**src/rtl/cmpi_pkg.sv**
```systemverilog
package cmpi_pkg;
  localparam int NIB_W = 4;

  // Compare flags, from most to least significant bit of a field
  typedef struct packed {
    logic lt;
    logic gt;
    logic eq;
  } cmp_flags_t;
endpackage

```
**src/rtl/cmpi_compare.sv**
```systemverilog
module cmpi_compare
  import cmpi_pkg::*;
#(
  parameter int XLEN  = 64,
  parameter int IMM_W = 16
) (
  input  logic [XLEN-1:0]  operand,
  input  logic [IMM_W-1:0] imm,
  input  logic             is_signed,
  input  logic             is_wide,
  output cmp_flags_t       flags
);
  localparam int HALF = XLEN / 2;

  // Both sides are widened by one bit so that a single signed compare
  // serves the signed and the unsigned forms alike.
  logic [XLEN:0] a_ext;
  logic [XLEN:0] b_ext;

  always_comb begin
    if (is_wide)
      a_ext = {is_signed & operand[XLEN-1], operand};
    else
      a_ext = {{(XLEN-HALF+1){is_signed & operand[HALF-1]}}, operand[HALF-1:0]};
    b_ext = {{(XLEN+1-IMM_W){is_signed & imm[IMM_W-1]}}, imm};
  end

  always_comb begin
    flags.lt = $signed(a_ext) <  $signed(b_ext);
    flags.gt = $signed(a_ext) >  $signed(b_ext);
    flags.eq = a_ext == b_ext;
  end
endmodule

```
**src/rtl/cmpi_cr_merge.sv**
```systemverilog
module cmpi_cr_merge
  import cmpi_pkg::*;
#(
  parameter int NFIELD = 8,
  localparam int FSEL_W = $clog2(NFIELD),
  localparam int CR_W   = NFIELD * NIB_W
) (
  input  logic              clk,
  input  logic              rst,
  input  logic              wr_en,
  input  logic [FSEL_W-1:0] wr_field,
  input  cmp_flags_t        wr_flags,
  output logic [CR_W-1:0]   cr_q
);
  logic [NIB_W-1:0] fld_q [NFIELD];

  // Field 0 sits at the top of the register; higher numbers move down.
  for (genvar f = 0; f < NFIELD; f++) begin : g_field
    always_ff @(posedge clk) begin
      if (rst)
        fld_q[f] <= '0;
      else if (wr_en && wr_field == FSEL_W'(f))
        fld_q[f] <= {wr_flags, 1'b0};
    end
    assign cr_q[CR_W-1-NIB_W*f -: NIB_W] = fld_q[f];
  end

  // Masks derived by shifting, independent of the per-field write logic
  logic [CR_W-1:0] sel_mask;
  logic [CR_W-1:0] lsb_mask;
  always_comb begin
    sel_mask = {{NIB_W{1'b1}}, {(CR_W-NIB_W){1'b0}}} >> (NIB_W * int'(wr_field));
    lsb_mask = {{(NIB_W-1){1'b0}}, 1'b1, {(CR_W-NIB_W){1'b0}}} >> (NIB_W * int'(wr_field));
  end

  p_other_hold_r6: assert property (@(posedge clk) disable iff (rst)
    wr_en |=> ((cr_q ^ $past(cr_q)) & ~$past(sel_mask)) == '0);

  p_lsb_zero_r7: assert property (@(posedge clk) disable iff (rst)
    wr_en |=> (cr_q & $past(lsb_mask)) == '0);

  p_idle_hold_r9: assert property (@(posedge clk) disable iff (rst)
    !wr_en |=> $stable(cr_q));
endmodule

```
**src/rtl/cmpi_cr_unit.sv**
```systemverilog
module cmpi_cr_unit
  import cmpi_pkg::*;
#(
  parameter int XLEN   = 64,
  parameter int IMM_W  = 16,
  parameter int NFIELD = 8,
  localparam int FSEL_W = $clog2(NFIELD),
  localparam int CR_W   = NFIELD * NIB_W
) (
  input  logic              clk,
  input  logic              rst,
  input  logic              req_valid,
  output logic              req_ready,
  input  logic [XLEN-1:0]   req_operand,
  input  logic [IMM_W-1:0]  req_imm,
  input  logic              req_signed,
  input  logic              req_wide,
  input  logic [FSEL_W-1:0] req_field,
  output logic [CR_W-1:0]   cr_value
);
  logic       ready_q;
  logic       fire;
  cmp_flags_t flags;

  always_ff @(posedge clk) begin
    if (rst) ready_q <= 1'b0;
    else     ready_q <= 1'b1;
  end

  assign req_ready = ready_q;
  assign fire      = req_valid & ready_q;

  cmpi_compare #(.XLEN(XLEN), .IMM_W(IMM_W)) i_compare (
    .operand   (req_operand),
    .imm       (req_imm),
    .is_signed (req_signed),
    .is_wide   (req_wide),
    .flags     (flags)
  );

  cmpi_cr_merge #(.NFIELD(NFIELD)) i_merge (
    .clk      (clk),
    .rst      (rst),
    .wr_en    (fire),
    .wr_field (req_field),
    .wr_flags (flags),
    .cr_q     (cr_value)
  );

  p_one_flag_r5: assert property (@(posedge clk) disable iff (rst)
    fire |-> $countones({flags.lt, flags.gt, flags.eq}) == 1);

  p_ready_after_reset_r10: assert property (@(posedge clk) disable iff (rst)
    !rst |=> req_ready);

  p_reset_clear_r1: assert property (@(posedge clk)
    rst |=> cr_value == '0);
endmodule

```
**config.mk**
```make
export PLATFORM = sky130hd
export DESIGN_NAME = cmpi_cr_unit
export DESIGN_NICKNAME = d
export VERILOG_FILES = /design/src/rtl/cmpi_pkg.sv /design/src/rtl/cmpi_compare.sv /design/src/rtl/cmpi_cr_merge.sv /design/src/rtl/cmpi_cr_unit.sv
export SDC_FILE = /design/constraint.sdc
export NUM_CORES = 1
export LEC_CHECK = 0
export BUFFER_PORTS_ARGS = -buffer_cell sky130_fd_sc_hd__buf_2
export CAP_MARGIN = 25
export CORE_MARGIN = 2
export CORE_UTILIZATION = 45
export CTS_CLUSTER_SIZE = 8
export DETAILED_ROUTE_END_ITERATION = 10
export PLACE_DENSITY = 0.75
export SYNTH_ARGS = -nofsm -noshare
export SYNTH_HDL_FRONTEND = slang
export SYNTH_HIERARCHICAL = 1
export SYNTH_SLANG_ARGS = --single-unit
```
**constraint.sdc**
```tcl
create_clock -name clk -period 3.8 [get_ports clk]
set_input_delay 0.38 -clock clk [delete_from_list [all_inputs] [get_ports clk]]
set_output_delay 0.38 -clock clk [all_outputs]
set_load 0.1 [all_outputs]
```
==> impl_metrics.yaml <==
drt:
  drtPass1Iterations: 4
  viasPerCell: 5.45
  first_iter_violations: 99
  routed_wl_mm: 7.62
  vias: 3059
  routedWlPerCell_um: 13.6
  drc_errors: 0
  drtAntennaViolNets: 0
logic_synthesis:
  yosysSeqAreaShare_pct: 24.0
  synthArstFlopShare_pct: 0
  synth_seq_cells: 25
  synth_area_leader_cell: "edfxtp_1"
  synth_area_leaders: "edfxtp_1, ha_1, a21oi_1, inv_1, nor2_1"
  ys.flop_type: "edfxtp_1"
  synth_area_um2: 3080
  synth_cells: 369
  synth_top_area_share_pct: 23.4
  post_synth_num_cell_types: 67
  avgSynthCellArea_um2: 8.35
  yosys_warnings: 6
  synth.most_common_cell: "ha_1"
  synth-edff-count: 24
  synth_common_cells: "ha_1, a21oi_1, inv_1"
sta:
  timing.setup.tns_ns: 0
  hold_violations: 0
  setup_violations: 0
  min_period_ns: 3.39
  fmax_mhz: 295
  finalCritPeriodShare_pct: 89.1
  fin_worst_skew_ns: 0.00614
  slew_viol_final: 0
  rsz0062_at_grt: "false"
  timing.final.ws_setup_ns: 0.415
layout:
  num_antenna_cells: 0
  fin_cells: 561
  fin_area_um2: 3750
  syn_to_final_growth_pct: 21.7
  nets: 618
  drive_gt1_share_pct: 30.8
global_route:
  grtUsageTotal_pct: 20.8
  gr-usage-met3_pct: 1.81
  top_usage_layer: "met2"
  grt_max_degree: 38
  use_met2_pct: 37.5
  grt_pass1_vias: 3029
  met1_usage_pct: 25.7
  grt_overflow: 0
  grt_pass1_wl_mm: 13.0
  antenna_found_initial: 0
pwr:
  switching_share_pct: 39.7
  ir_worst_vdd_mv: 0.126
  pwr-share-seq_pct: 34.7
  p_leak_nw: 1.89
  p_sw_mw: 0.356
  internal_power_mw: 0.542
  comb_power_share_pct: 48.6
  powerDensity_nw_per_um2: 239
  clkPwrFrac_pct: 16.7
cts:
  ctsLongestPathBuffers: 2
  clock_latency_ns: 0.26
  postCtsHoldBufs: 0
  post-cts-setup-buffers: 0
  cts_tree: "yes"
  cts.clk_slew.worst_paths_ns: 0.08
  postCtsResizedCells: 0
  cts.htree.levels: 1
  clock-root-buffer: "clkbuf_8"
  numCtsBuffers: 3
  cts.sinks: 25
floorplanning:
  die_h_um: 86.8
  rows: 30
  die_area_um2: 7530
  initial_core_util_pct: 45.9
  die_w_um: 86.8
  ios: 121
  core_area_um2: 6720
placed_design:
  io_buffer_count: 112
  dp_slack_ns: 0.131
  placed_cells: 557
  hpwl_mm: 6.44
  placed_area_um2: 3700
  place.gp.congestion: 0.948
worst_setup_path:
  cp-end-kind: "flop"
  criticalPathCategory: "in2reg"
  start_kind: "input pin"
  cp_data_arrival_time_ns: 3.51
  crit_required_ns: 3.92
  critPathMaxFanout: 15
run_status:
  outcome: "completed"
job:
  maxCapViolations: 0
worst_hold_path:
  hold_path_class: "in2reg"
==> final timing paths <==
kind	startpoint	to	slack, ns	cells past startpoint
max	req_operand[31]	i_merge/fld_q[1][1]	0.41	15
min	rst	req_ready	0.38	2
max reg2reg	req_ready	i_merge/fld_q[0][0]	2.23	3
min reg2reg	req_ready	i_merge/fld_q[1][4]	1.01	3
==> per-stage QoR <==
step / util [%] / hold WS (ns) / power (mW)
finish: 55.8 / 0.379 / 0.898
global route: 55.8 / 0.400 / 0.959
CTS: 55.8 / 0.374 / 0.903
detailed placement: 55.1 / 0.659 / 0.753
global placement: 55.1 / 0.642 / 0.741
floorplan: - / 0.437 / 0.645
==> cells in the final DEF (no fill, tap or decap), types with 2 or more instances in the layout <==
| cell type | Yosys | final |
|---|---|---|
| buf_4 | 8 | 12 |
| nand2_1 | 20 | 20 |
| nand3_1 | 9 | 9 |
| nand3b_1 | 5 | 5 |
| nor3_2 | 2 | 2 |
| a221o_1 | 3 | 3 |
| nand4_1 | 4 | 4 |
| edfxtp_1 | 24 | 24 |
| xnor2_1 | 7 | 7 |
| o2111ai_1 | 2 | 2 |
| ha_1 | 48 | 48 |
| inv_1 | 42 | 42 |
| o211ai_1 | 2 | 2 |
| nor2_1 | 37 | 37 |
| nor2b_1 | 2 | 2 |
| buf_2 | 2 | 112 |
| and2_1 | 2 | 2 |
| nor3_1 | 6 | 6 |
| or3b_1 | 3 | 3 |
| conb_1 | 1 | 8 |
| a211oi_1 | 4 | 4 |
| a21oi_1 | 46 | 46 |
| o21bai_2 | 2 | 2 |
| a31oi_1 | 3 | 3 |
| nand4b_1 | 2 | 2 |
| a21o_1 | 10 | 10 |
| o21bai_1 | 7 | 7 |
| o21ai_1 | 2 | 2 |
| and3_1 | 3 | 3 |
| clkbuf_8 | 0 | 3 |
| o22ai_1 | 2 | 2 |
| and4_1 | 2 | 2 |
| o21ai_0 | 11 | 11 |
==> kinds of logic after synthesis <==
logic type	count (synthesis)	synth area share [%]
AO/OA/AOI/OAI	109	23.6
flip-flops	25	24.0
AND/OR/NAND/NOR	109	18.8
other	1	0.122
XOR/XNOR	8	2.52
adder cells (fa/ha/maj)	49	19.8
buffers and inverters	68	11.1
==> layer usage <==
metal  share of wire, %  vias up
met1                 43     1385
met2                 50      115
met3                6.1       13
met4                1.3        0
met5                  0        -
li1                   -     1546
==> critical path, stage by stage <==
cell	delay [ns]
buf_2	0.15
a21oi_1	0.20
buf_4	0.23
buf_4	0.18
a21oi_1	0.07
ha_1	0.30
o2111ai_1	0.16
nor3_2	0.22
nand4_1	0.16
nor4_2	0.37
o31a_2	0.21
nor3_2	0.04
nor3_1	0.26
or3b_1	0.45
nor2_1	0.12
==> flip-flops by register name, summed over array words and instances (netlist names) <==
register and cells:
i_merge/fld_q 24, req_ready 1
==> power by group through the flow <==
stage          logic [mW]  clock network, mW  registers, mW
3_3_place_gp        0.423                  0          0.318
2_1_floorplan       0.261                  0          0.384
3_5_place_dp        0.435                  0          0.318
6_report            0.436              0.150          0.312
5_1_grt             0.483              0.163          0.313
4_1_cts             0.437              0.155          0.312
==> layout make-up <==
type | count | area (um2)
Clock buffer | 3 | 41.3
Clock inverter | 1 | 5.00
Fill cell | 614 | 2970
Inverter | 44 | 168
Multi-Input combinational cell | 283 | 2030
Sequential cell | 25 | 741
Tap cell | 80 | 100
Timing Repair Buffer | 125 | 671
No activity file was read; power rests on OpenSTA's default activity.
